===== src/rtl/fsr_pkg.sv =====
package fsr_pkg;

    localparam int NUM_RATIOS = 8;
    localparam int CODE_W     = $clog2(NUM_RATIOS);
    localparam int MAX_RATIO  = 1024;
    localparam int CNT_W      = $clog2(MAX_RATIO + 2);

    // Frame-length measurement taken at a strobe rising edge
    typedef struct packed {
        logic             valid;
        logic [CNT_W-1:0] count;
    } period_t;

    // Result of matching a length against the supported set
    typedef struct packed {
        logic              hit;
        logic [CODE_W-1:0] code;
    } ratio_match_t;

    typedef enum logic [1:0] {
        ST_SEEK = 2'd0,
        ST_CAND = 2'd1,
        ST_LOCK = 2'd2
    } lock_state_t;

    // Supported frame length for each code, ascending
    function automatic int ratio_of(input int c);
        case (c)
            0:       return 32;
            1:       return 64;
            2:       return 96;
            3:       return 128;
            4:       return 192;
            5:       return 256;
            6:       return 512;
            default: return 1024;
        endcase
    endfunction

    function automatic ratio_match_t match_count(input logic [CNT_W-1:0] n);
        ratio_match_t m;
        m.hit  = 1'b0;
        m.code = '0;
        for (int i = 0; i < NUM_RATIOS; i++) begin
            if (n == CNT_W'(ratio_of(i))) begin
                m.hit  = 1'b1;
                m.code = CODE_W'(i);
            end
        end
        return m;
    endfunction

endpackage


===== src/rtl/fsr_edge_det.sv =====
module fsr_edge_det (
    input  logic clk,
    input  logic rst,
    input  logic fsync_i,
    output logic rise_o
);
    logic smp_q;
    logic smp_qq;

    always_ff @(posedge clk) begin
        if (rst) begin
            smp_q  <= 1'b0;
            smp_qq <= 1'b0;
        end else begin
            smp_q  <= fsync_i;
            smp_qq <= smp_q;
        end
    end

    assign rise_o = smp_q & ~smp_qq;
endmodule


===== src/rtl/fsr_period_ctr.sv =====
module fsr_period_ctr
    import fsr_pkg::*;
(
    input  logic    clk,
    input  logic    rst,
    input  logic    rise_i,
    output period_t meas_o,
    output logic    overrun_o
);
    localparam logic [CNT_W-1:0] LIMIT = CNT_W'(MAX_RATIO + 1);

    logic             armed_q;
    logic [CNT_W-1:0] cnt_q;

    always_ff @(posedge clk) begin
        if (rst) begin
            armed_q <= 1'b0;
            cnt_q   <= '0;
        end else if (rise_i) begin
            armed_q <= 1'b1;
            cnt_q   <= CNT_W'(1);
        end else if (armed_q) begin
            if (cnt_q == LIMIT) begin
                armed_q <= 1'b0;
            end else begin
                cnt_q <= cnt_q + CNT_W'(1);
            end
        end
    end

    assign meas_o.valid = rise_i & armed_q;
    assign meas_o.count = cnt_q;
    assign overrun_o    = armed_q & ~rise_i & (cnt_q == LIMIT);
endmodule


===== src/rtl/fsr_lock_fsm.sv =====
module fsr_lock_fsm
    import fsr_pkg::*;
(
    input  logic              clk,
    input  logic              rst,
    input  period_t           meas_i,
    input  logic              overrun_i,
    output logic [CODE_W-1:0] code_o,
    output logic              locked_o,
    output logic              err_o
);
    lock_state_t       state_q;
    logic [CODE_W-1:0] cand_q;
    logic [CODE_W-1:0] code_q;
    logic              err_q;
    ratio_match_t      match;

    always_comb match = match_count(meas_i.count);

    always_ff @(posedge clk) begin
        if (rst) begin
            state_q <= ST_SEEK;
            cand_q  <= '0;
            code_q  <= '0;
            err_q   <= 1'b0;
        end else begin
            case (state_q)
                ST_SEEK: begin
                    if (overrun_i) begin
                        err_q <= 1'b1;
                    end else if (meas_i.valid) begin
                        if (match.hit) begin
                            cand_q  <= match.code;
                            state_q <= ST_CAND;
                        end else begin
                            err_q <= 1'b1;
                        end
                    end
                end
                ST_CAND: begin
                    if (overrun_i) begin
                        err_q   <= 1'b1;
                        state_q <= ST_SEEK;
                    end else if (meas_i.valid) begin
                        if (match.hit && (match.code == cand_q)) begin
                            code_q  <= cand_q;
                            err_q   <= 1'b0;
                            state_q <= ST_LOCK;
                        end else begin
                            err_q   <= 1'b1;
                            state_q <= ST_SEEK;
                        end
                    end
                end
                default: begin
                    state_q <= ST_LOCK;
                end
            endcase
        end
    end

    assign code_o   = code_q;
    assign locked_o = (state_q == ST_LOCK);
    assign err_o    = err_q;
endmodule


===== src/rtl/fsr_ratio_detect.sv =====
module fsr_ratio_detect
    import fsr_pkg::*;
(
    input  logic              clk,
    input  logic              rst,
    input  logic              fsync_i,
    output logic [CODE_W-1:0] ratio_code_o,
    output logic              locked_o,
    output logic              err_o
);
    logic    rise;
    period_t meas;
    logic    overrun;

    fsr_edge_det edge_i (
        .clk     (clk),
        .rst     (rst),
        .fsync_i (fsync_i),
        .rise_o  (rise)
    );

    fsr_period_ctr ctr_i (
        .clk       (clk),
        .rst       (rst),
        .rise_i    (rise),
        .meas_o    (meas),
        .overrun_o (overrun)
    );

    fsr_lock_fsm fsm_i (
        .clk       (clk),
        .rst       (rst),
        .meas_i    (meas),
        .overrun_i (overrun),
        .code_o    (ratio_code_o),
        .locked_o  (locked_o),
        .err_o     (err_o)
    );
endmodule


===== config.mk =====
export PLATFORM = sky130hd
export DESIGN_NAME = fsr_ratio_detect
export DESIGN_NICKNAME = d
export VERILOG_FILES = /design/src/rtl/fsr_pkg.sv /design/src/rtl/fsr_edge_det.sv /design/src/rtl/fsr_period_ctr.sv /design/src/rtl/fsr_lock_fsm.sv /design/src/rtl/fsr_ratio_detect.sv
export SDC_FILE = /design/constraint.sdc
export NUM_CORES = 1
export LEC_CHECK = 0
export ABC_AREA = 1
export BUFFER_PORTS_ARGS = -buffer_cell sky130_fd_sc_hd__buf_4
export CAP_MARGIN = 20
export CORE_AREA = 4 4 73 75
export DETAILED_ROUTE_END_ITERATION = 10
export DIE_AREA = 0 0 77 79
export GPL_ROUTABILITY_DRIVEN = 1
export PLACE_DENSITY = 0.43
export SETUP_SLACK_MARGIN = 0.4
export SLEW_MARGIN = 0
export SYNTH_ARGS = -nofsm -noshare
export SYNTH_HDL_FRONTEND = slang
export SYNTH_SLANG_ARGS = --single-unit

===== constraint.sdc =====
create_clock -name clk -period 2.4 [get_ports clk]
set_clock_uncertainty 0.1 [all_clocks]
set_input_delay 0 -clock clk [delete_from_list [all_inputs] [get_ports clk]]
set_output_delay 0 -clock clk [all_outputs]
set_load 0.005 [all_outputs]

* Yosys cells after proc, flatten, opt, wreduce, memory -nomap -nowiden
Index checks and enable logic that the tools add are counted.
** Storage, ports and cells
- Register bits :: 23
- Input port bits :: 3
- Output and inout bits :: 5
- Logic and storage cells :: 76
** Operators by class
- $add $sub $neg :: 1
- Equal/unequal tests :: 19
- Mux-type cells :: 28
- Bitwise gates (word level) :: 8
- Reduce and logical (&&, ||, !) cells :: 11
** Operators with widths (count)
- 2-to-1 mux 4 bit :: 8
- equality test 11 bit (second input constant) :: 2
- equality test 11 x 7 -> 1 bit (second input constant) :: 2
- equality test 11 x 8 -> 1 bit (second input constant) :: 2
- AND reduction 4 bit :: 4
- 2-to-1 mux 1 bit :: 12
- 2-to-1 mux 2 bit :: 6
- adder 11 x 1 -> 11 bit (second input constant) :: 1
- equality test 11 x 10 -> 1 bit (second input constant) :: 1
- equality test 11 x 6 -> 1 bit (second input constant) :: 1
- equality test 11 x 9 -> 1 bit (second input constant) :: 1
- != test 3 bit (second input constant) :: 3
- bitwise AND 1 bit :: 4
- != test 2 x 1 -> 1 bit (second input constant) :: 2
- != test 2 bit (second input constant) :: 2
- NOT 1 bit :: 4
- one-hot mux 2 bit (2 select lines) :: 1
- AND reduction 2 bit :: 2
- nonzero test 2 bit :: 2
- equality test 3 bit :: 1
- equality test 2 x 1 -> 1 bit (second input constant) :: 1
- equality test 2 bit (second input constant) :: 1
- zero test 2 bit :: 1
- one-hot mux 1 bit (2 select lines) :: 1
- 2 further kinds :: 2

* Depth between registers and ports, before layout
Gate-level depths: netlist (run 1).
- Depth after elaboration :: 15
- Gate-level depth with buffers :: 14
- Gate-level depth less buffers :: 14

* Modules after synthesis
A second synthesis (run 1) with hierarchy kept.
** Unflattened totals
- Cells, all modules :: 243
- Area total of the unflattened synthesis :: 1476.4 µm²
** By module, submodules not included
- fsr_period_ctr :: times used 1, cells an instance 127, area an instance 772.0 µm², seq. area each 240.2 µm²
- fsr_lock_fsm :: times used 1, cells an instance 109, area an instance 645.6 µm², seq. area each 180.2 µm²
- fsr_edge_det :: times used 1, cells an instance 7, area an instance 58.8 µm², seq. area each 40.0 µm²

* Worst setup path after synthesis (run 1)
No wires, ideal clock.
- Kind :: register to register
- Start point :: reg ctr_i.cnt_q[0]
- End point :: reg fsm_i.code_q[0], in the netlist fsm_i.code_o[0]
- Library setup time :: 0.113 ns
- Data arrival time :: 1.525 ns
- Data required time :: 2.187 ns
- Slack :: 0.662 ns
- Cell stages (with the launch flop) :: 13
- Path buffers :: 0
- Clock period less this slack :: 1.738 ns
- Cell sequence :: dfxtp_1 -> inv_1 -> ha_1 -> nand2_4 -> nor2_8 -> o21ai_4 -> nand4_1 -> nand2_1 -> nand2_2 -> nor2_4 -> nand3_4 -> nor2_1 -> nor2_1
** Between the ends
- Longest elaborated chain between the ends :: 11
- Elaborated cells between the ends (all ways) :: 22
- Those cells by class :: eq/ne: 10; mux: 8; bitwise: 2; reduce/logical: 2
** RTL lines
- start, declared :: line fsr_period_ctr.sv:13 : logic [CNT_W-1:0] cnt_q;
- start signal, assigned :: line fsr_period_ctr.sv:26 : cnt_q <= cnt_q + CNT_W'(1);
- equality test 11 x 7 -> 1 bit or equality test 11 x 6 -> 1 bit (tied branches) :: line fsr_pkg.sv:45 : if (n == CNT_W'(ratio_of(i))) begin
- 2-to-1 mux 4 bit (7 in series) :: line fsr_pkg.sv:45
- equality test 3 bit or 2-to-1 mux 4 bit (tied branches) :: line fsr_lock_fsm.sv:45, fsr_pkg.sv:45
- logical AND 1 bit :: line fsr_lock_fsm.sv:45 : if (match.hit && (match.code == cand_q)) begin
- AND reduction 4 bit (no source line) *
- end signal, assigned :: line fsr_lock_fsm.sv:46 : code_q <= cand_q;
- end, declared :: line fsr_lock_fsm.sv:14 : logic [CODE_W-1:0] code_q;
Every way passes the cells marked *; elsewhere a longest branch is shown, timed or not.
A chain may end at the register's enable or synchronous reset.

* Final worst setup path (run 1)
- Start point :: reg ctr_i.cnt_q[5]
- End point :: reg ctr_i.cnt_q[7]
** Between the ends
- Longest elaborated chain between the ends :: 3
- Elaborated cells between the ends (all ways) :: 4
- Those cells by class :: add/sub: 1; eq/ne: 1; bitwise: 1; reduce/logical: 1
** RTL lines
- branches (longest 3 deep; another with adder 11 x 1 -> 11 bit)
Several ways; the timed one is not identified.

==> results of run 1 <==
final timing paths:
kind	cells after the start	endpoint	slack, ps
setup / recovery	11	ctr_i.cnt_q[7]$_SDFFE_PP0P_	500
hold / removal	2	edge_i.smp_qq$_SDFF_PP0_	330
hold reg to reg	2	edge_i.smp_qq$_SDFF_PP0_	330
setup reg to reg	11	ctr_i.cnt_q[7]$_SDFFE_PP0P_	500
state kept, by name, indices dropped and copies added (netlist names):
name,count
fsm_i.cand_q,3
fsm_i.err_o,1
edge_i.smp_q,1
fsm_i.code_o,3
ctr_i.cnt_q,11
ctr_i.armed_q,1
fsm_i.state_q,2
edge_i.smp_qq,1
Yosys cell counts:
library cell  instances  area share
inv_1                31       0.086
o21ai_1               2      0.0074
ha_1                  3       0.028
inv_2                 2      0.0055
clkbuf_1              1      0.0028
nor2_1               19       0.052
nor2_2                3       0.014
a211oi_1              1      0.0055
dfxtp_1              23        0.34
nand3_2               5       0.037
o21ai_4               1       0.012
nor3b_1               2       0.011
nand2_4               3       0.025
o21ai_0              10       0.037
nor3_1                4       0.015
nor3_2                3       0.022
nand3_1               7       0.026
nand4_1               6       0.028
a31oi_1               3       0.014
xor2_2                1       0.012
a21oi_1              16       0.059
nand3_4               1       0.013
nand2_2               3       0.014
nor2_8                2       0.029
nor2_4                3       0.025
nand2_1              30       0.083
through the flow:
stage               hold slack (ps)  power, mW  std cells  utilization  cell area (µm²)
global placement                102      0.468        245        0.317             1480
detailed placement              120      0.468        245        0.317             1480
CTS                             334      0.721        252        0.333             1550
floorplan                      6.97      0.456        185            -             1360
global route                    370      0.755        253        0.346             1610
finish                          330      0.703        253        0.346             1610
routing by layer:
metal	vias up	GRT usage
met5	-	0
met4	0	0.0160
met3	2	0.0283
met2	14	0.152
met1	530	0.126
li1	628	-
logic make-up (layout without fill, tap and decap cells):
| logic type | count (synthesis) | in the layout | synth area share |
|---|---|---|---|
| simple gates | 91 | 91 | 0.393 |
| buf+inv | 34 | 48 | 0.0939 |
| xor+xnor | 1 | 1 | 0.0120 |
| flops | 23 | 23 | 0.339 |
| compound gates | 33 | 33 | 0.134 |
| fa+ha+maj | 3 | 3 | 0.0276 |
final cells by class:
type                            count  area, µm²
Multi-Input combinational cell    128        822
Sequential cell                    23        465
Timing Repair Buffer               11       90.1
Clock buffer                        4       45.0
Inverter                           33        124
Fill cell                         509       3050
Tap cell                           54       67.6
cell usage in the layout, fill, tap and decap left out, types with 5 or more instances in the layout:
cell type,instances
a21oi_1,16
buf_4,8
dfxtp_1,21
inv_1,28
inv_2,5
nand2_1,26
nand2_2,7
nand3_1,5
nand3_2,5
nand4_1,6
nor2_1,18
o21ai_0,9
worst register-to-register path, stage by stage, from the launching register on:
cell     delay [ps]
dfxtp_1         480
nor2_4          100
nand2_4         110
nor2_2           50
nand2_1         130
nand2_2         170
nor3_2          190
nand2_1         110
inv_1            90
nand3_1          90
o21ai_1         140
a21oi_1          50
power by group:
| group | total, mW | internal [mW] | switching [mW] |
|---|---|---|---|
| logic | 0.0722 | 0.0281 | 0.0441 |
| registers | 0.393 | 0.388 | 0.00584 |
| clock network | 0.238 | 0.118 | 0.119 |
repair_timing:
item | 4_1_cts | 5_1_grt
setup buffers | 0 | 1
hold buffers | 3 | 0
gates resized for setup | 0 | 19
setup endpoints to repair | 0 | 13
hold endpoints to repair | 7 | 0
==> flow_metrics.py, run 1 <==
metrics = {
    "setup_path": {
        "cpPeakStageDelay_ps": 480,
        "crit_slowest_cell": "dfxtp_1",
        "cp_top_family": "simple AND/OR/NAND/NOR gates",
        "path_max_fanout": 9,
        "reg2reg_from": "ctr_i.cnt_q[5]$_SDFFE_PP0P_",
        "path_class": "reg -> reg",
        "critical_path_buf_inv_count": 1,
        "crit_required_ps": 2450,
        "endpoint_kind": "flop",
        "worstSetupStartpointType": "flop",
        "worstPathCellList": "nor2_4 -> nand2_4 -> nor2_2 -> nand2_1 -> nand2_2 -> nor3_2 -> nand2_1 -> inv_1 -> nand3_1 -> o21ai_1 -> a21oi_1",
        "crit_top_cell": "nand2_1",
        "cp.arrival_ps": 1960,
        "critPathLaunch": "ctr_i.cnt_q[5]$_SDFFE_PP0P_",
    },
    "grt": {
        "grt_pass1_vias": 1051,
        "antenna_found_initial": 0,
        "grt_overflow": 0,
        "grt_pass1_wl_um": 4760,
        "grt_usage": 0.0939,
        "grt_max_degree": 13,
    },
    "hold_path": {
        "hp-class": "reg -> reg",
        "worstHoldStart": "edge_i.smp_q$_SDFF_PP0_",
    },
    "clocking": {
        "cts_sinks": 23,
        "cts_buffers": 3,
        "clkTransAtPathRegs_ps": 80,
        "cts_buffer_depth": 2,
        "cts_tree": "yes",
        "clk_latency_ps": 260,
        "cts_max_level": 1,
        "root_buffer": "clkbuf_8",
    },
    "detailed_routing": {
        "vias_per_cell": 4.64,
        "num_vias": 1174,
        "wirelength_um": 2670,
        "route.met2.wl_um": 1220,
        "wl_met3_um": 90,
        "met1Wirelength_um": 1340,
        "routed.top_layer": "met4",
        "wire_per_inst_um": 10.5,
        "antenna_left": 0,
        "drc": 0,
        "first_iter_violations": 53,
        "first_pass_iters": 4,
    },
    "timing": {
        "period_minus_slack_ps": 1900,
        "slew_violations": 0,
        "setup_viol": 0,
        "maxSlewHeadroom": 0.678,
        "tightest_slew_ps": 481,
        "fin_tns_setup_ps": 0,
        "rsz0062_at_grt": "yes",
        "clock.fmax_mhz": 525,
        "worst_slack_ps": 495,
        "period_share": 0.794,
        "hold_viol": 0,
    },
    "synthesis": {
        "yosys_warnings": 0,
        "avgSynthCellArea_um2": 7.34,
        "synthCells": 185,
        "syn_nets": 191,
        "synth.ff_latch_count": 23,
        "synthesis.area_um2": 1360,
        "ys_types": 26,
        "synth-seq-area-share": 0.339,
    },
    "cells_and_area": {
        "nets": 206,
        "drive_above_1_share": 0.256,
        "antenna_cells": 0,
        "syn_to_final_growth_pct": 18.8,
    },
    "power_and_ir_drop": {
        "power_leakage_nw": 0.699,
        "ir_worst_vdd_v": 0.000210,
        "power.density_nw_per_um2": 436,
    },
    "placed_design": {
        "port_buffers": 7,
        "gp_congestion": 0.784,
        "post-place-ws_ps": 495,
        "dpl.hpwl_um": 2110,
    },
    "floorplan": {
        "core_um2": 4660,
        "die_area_um2": 6080,
        "fp.dieH_um": 79,
        "die_x_um": 77,
        "initial_core_util": 0.292,
        "pin_count": 8,
        "row_count": 25,
    },
    "job": {
        "max_cap_viol_count": 0,
    },
    "status": {
        "outcome": "complete, no violations",
    },
}
No activity file was read; power rests on OpenSTA's default activity.
==> run 2: changes to the inputs <==
==> constraint.sdc (replaced) <==
create_clock -name clk -period 1.8 [get_ports clk]
set_clock_uncertainty 0.1 [all_clocks]
set_input_delay 0 -clock clk [delete_from_list [all_inputs] [get_ports clk]]
set_output_delay 0 -clock clk [all_outputs]
set_load 0.005 [all_outputs]
==> run 2 against run 1 <==
Compared with the run above:
- the run now ends with negative setup slack left
- maximum frequency grew 3.3%
- worst hold slack gained 13 ps
- global-route usage is 2.4 points higher
- clock power rose by 38%
- utilization is 7.6 points higher
- setup slack worse by 540 ps
- cell count grew 12%
- count of clock-buffer cells in the layout did not move
- via count increased by 11%
- sequential share of layout area shrank 5.2 points
- highest routed layer unchanged
==> flow_metrics.py, run 2 (synthesis results as in run 1) <==
metrics = {
    "status": {
        "outcome": "finished with violations",
        "failed_checks": "negative setup slack",
    },
    "timing": {
        "clock.fmax_mhz": 543,
        "whs_ps": 343,
        "period_share": 1.02,
        "worst_slack_ps": -43.2,
        "maxSlewHeadroom": 0.714,
        "tightest_slew_ps": 426,
        "setup_viol": 5,
        "hold_viol": 0,
        "period_minus_slack_ps": 1840,
        "slew_violations": 0,
        "rsz0062_at_grt": "yes",
    },
    "setup_path": {
        "path_max_fanout": 5,
        "worstSetupStartpointType": "flop",
        "cp.arrival_ps": 1910,
        "regToRegSetupSlack_ps": -40,
        "cpPeakStageDelay_ps": 330,
        "worstPathCellList": "inv_2 -> ha_4 -> nand2_8 -> nor2_8 -> nand2_1 -> nand2_2 -> nor2_2 -> nand2_2 -> nand3_2 -> nor2_4 -> buf_4 -> nand4_1 -> nand2_1 -> inv_1",
        "path_class": "reg -> reg",
        "crit_slowest_cell": "dfxtp_2",
        "crit_required_ps": 1870,
        "endpoint_kind": "flop",
    },
    "grt": {
        "grt_usage": 0.118,
        "grt_overflow": 0,
        "grt_pass1_vias": 1330,
        "grt_pass1_wl_um": 5940,
        "grt_max_degree": 13,
        "antenna_found_initial": 0,
    },
    "hold_path": {
        "hp-class": "reg -> reg",
    },
    "cells_and_area": {
        "largest_reg_flops": 11,
        "design_area_um2": 1970,
        "final.fill_count": 478,
        "antenna_cells": 0,
        "final_common_cell": "buf_4",
        "largest_register": "ctr_i.cnt_q",
        "nets": 237,
        "syn_to_final_growth_pct": 44.8,
        "final_cell_mix": "35 x buf_4, 26 x inv_1, 24 x nand2_1",
        "drive_above_1_share": 0.448,
        "final_cells": 284,
    },
    "placed_design": {
        "post-place-ws_ps": -33.3,
        "dpl.hpwl_um": 2400,
        "gp_congestion": 0.857,
        "port_buffers": 7,
        "dpl.cell_count": 264,
        "placed_area_um2": 1650,
    },
    "detailed_routing": {
        "first_iter_violations": 38,
        "drc": 0,
        "wirelength_um": 3320,
        "antenna_left": 0,
        "vias_per_cell": 4.60,
        "wire_per_inst_um": 11.7,
        "num_vias": 1305,
        "first_pass_iters": 6,
    },
    "power_and_ir_drop": {
        "intPower_mw": 0.749,
        "p_clk_frac": 0.325,
        "power.density_nw_per_um2": 513,
        "power_frac_seq": 0.520,
        "finalPower_mw": 1.01,
        "power_leakage_nw": 0.877,
        "p_sw_mw": 0.260,
        "sw_frac_of_total": 0.258,
        "combPwrFrac": 0.155,
        "ir_worst_vdd_v": 0.000269,
    },
    "floorplan": {
        "die_x_um": 77,
        "core_um2": 4660,
        "pin_count": 8,
        "fp.dieH_um": 79,
        "row_count": 25,
        "die_area_um2": 6080,
        "initial_core_util": 0.292,
    },
    "clocking": {
        "clkTransAtPathRegs_ps": 80,
        "cts_buffer_depth": 2,
        "cts_max_level": 1,
        "clk_latency_ps": 260,
        "cts_tree": "yes",
        "root_buffer": "clkbuf_8",
        "cts_buffers": 3,
        "cts_sinks": 23,
    },
    "job": {
        "max_cap_viol_count": 0,
    },
}
[run 2: cell type report]
cell class | instances | area (µm²) | share of cell area
Timing Repair Buffer | 42 | 338 | 0.172
Sequential cell | 23 | 465 | 0.236
Clock buffer | 4 | 45.0 | 0.0229
Tap cell | 54 | 67.6 | 0.0343
Multi-Input combinational cell | 128 | 928 | 0.472
Inverter | 33 | 124 | 0.0629
[run 2: path summary, 6_finish.rpt]
path | end | start | depth (start not counted)
setup / recovery | fsm_i.err_o$_SDFFE_PP0P_ | ctr_i.cnt_q[1]$_SDFFE_PP0P_ | 14
hold / removal | edge_i.smp_qq$_SDFF_PP0_ | edge_i.smp_q$_SDFF_PP0_ | 2
setup reg to reg | fsm_i.err_o$_SDFFE_PP0P_ | ctr_i.cnt_q[1]$_SDFFE_PP0P_ | 14
hold reg to reg | edge_i.smp_qq$_SDFF_PP0_ | edge_i.smp_q$_SDFF_PP0_ | 2
[run 2: worst max-delay path: cells and delay by family (launching register included)]
family	cells	cell delay, ps
fa+ha+maj	1	160
simple gates	10	900
flops	1	330
buf+inv	3	240
[run 2: power groups by stage]
stage	logic (mW)	registers [mW]	clock network (mW)
detailed placement	0.104	0.537	0
finish	0.156	0.525	0.328
floorplan	0.0742	0.536	0
global route	0.172	0.526	0.366
global placement	0.102	0.537	0
CTS	0.136	0.524	0.347
[run 2: through the flow]
step | setup TNS (ps) | utilization
2_1_floorplan | 0 | -
3_3_place_gp | 0 | 0.354
3_5_place_dp | -94.4 | 0.354
4_1_cts | -0.693 | 0.399
5_1_grt | -1510 | 0.422
6_report | -141 | 0.422
[run 2: routing by layer]
| layer | vias to the layer above | wire length (µm) | GRT usage |
|---|---|---|---|
| met2 | 7 | 1710 | 0.213 |
| met5 | - | 0 | 0 |
| li1 | 688 | - | - |
| met1 | 608 | 1520 | 0.148 |
| met4 | 0 | 22 | 0.0302 |
| met3 | 2 | 57 | 0.0170 |
[run 2: timing repair]
action,CTS,global route
resized for setup,18,22
pin swaps,6,8
setup buffers,8,5
hold endpoints to repair,7,0
hold buffers,3,0
endpoints found under the setup margin,19,21
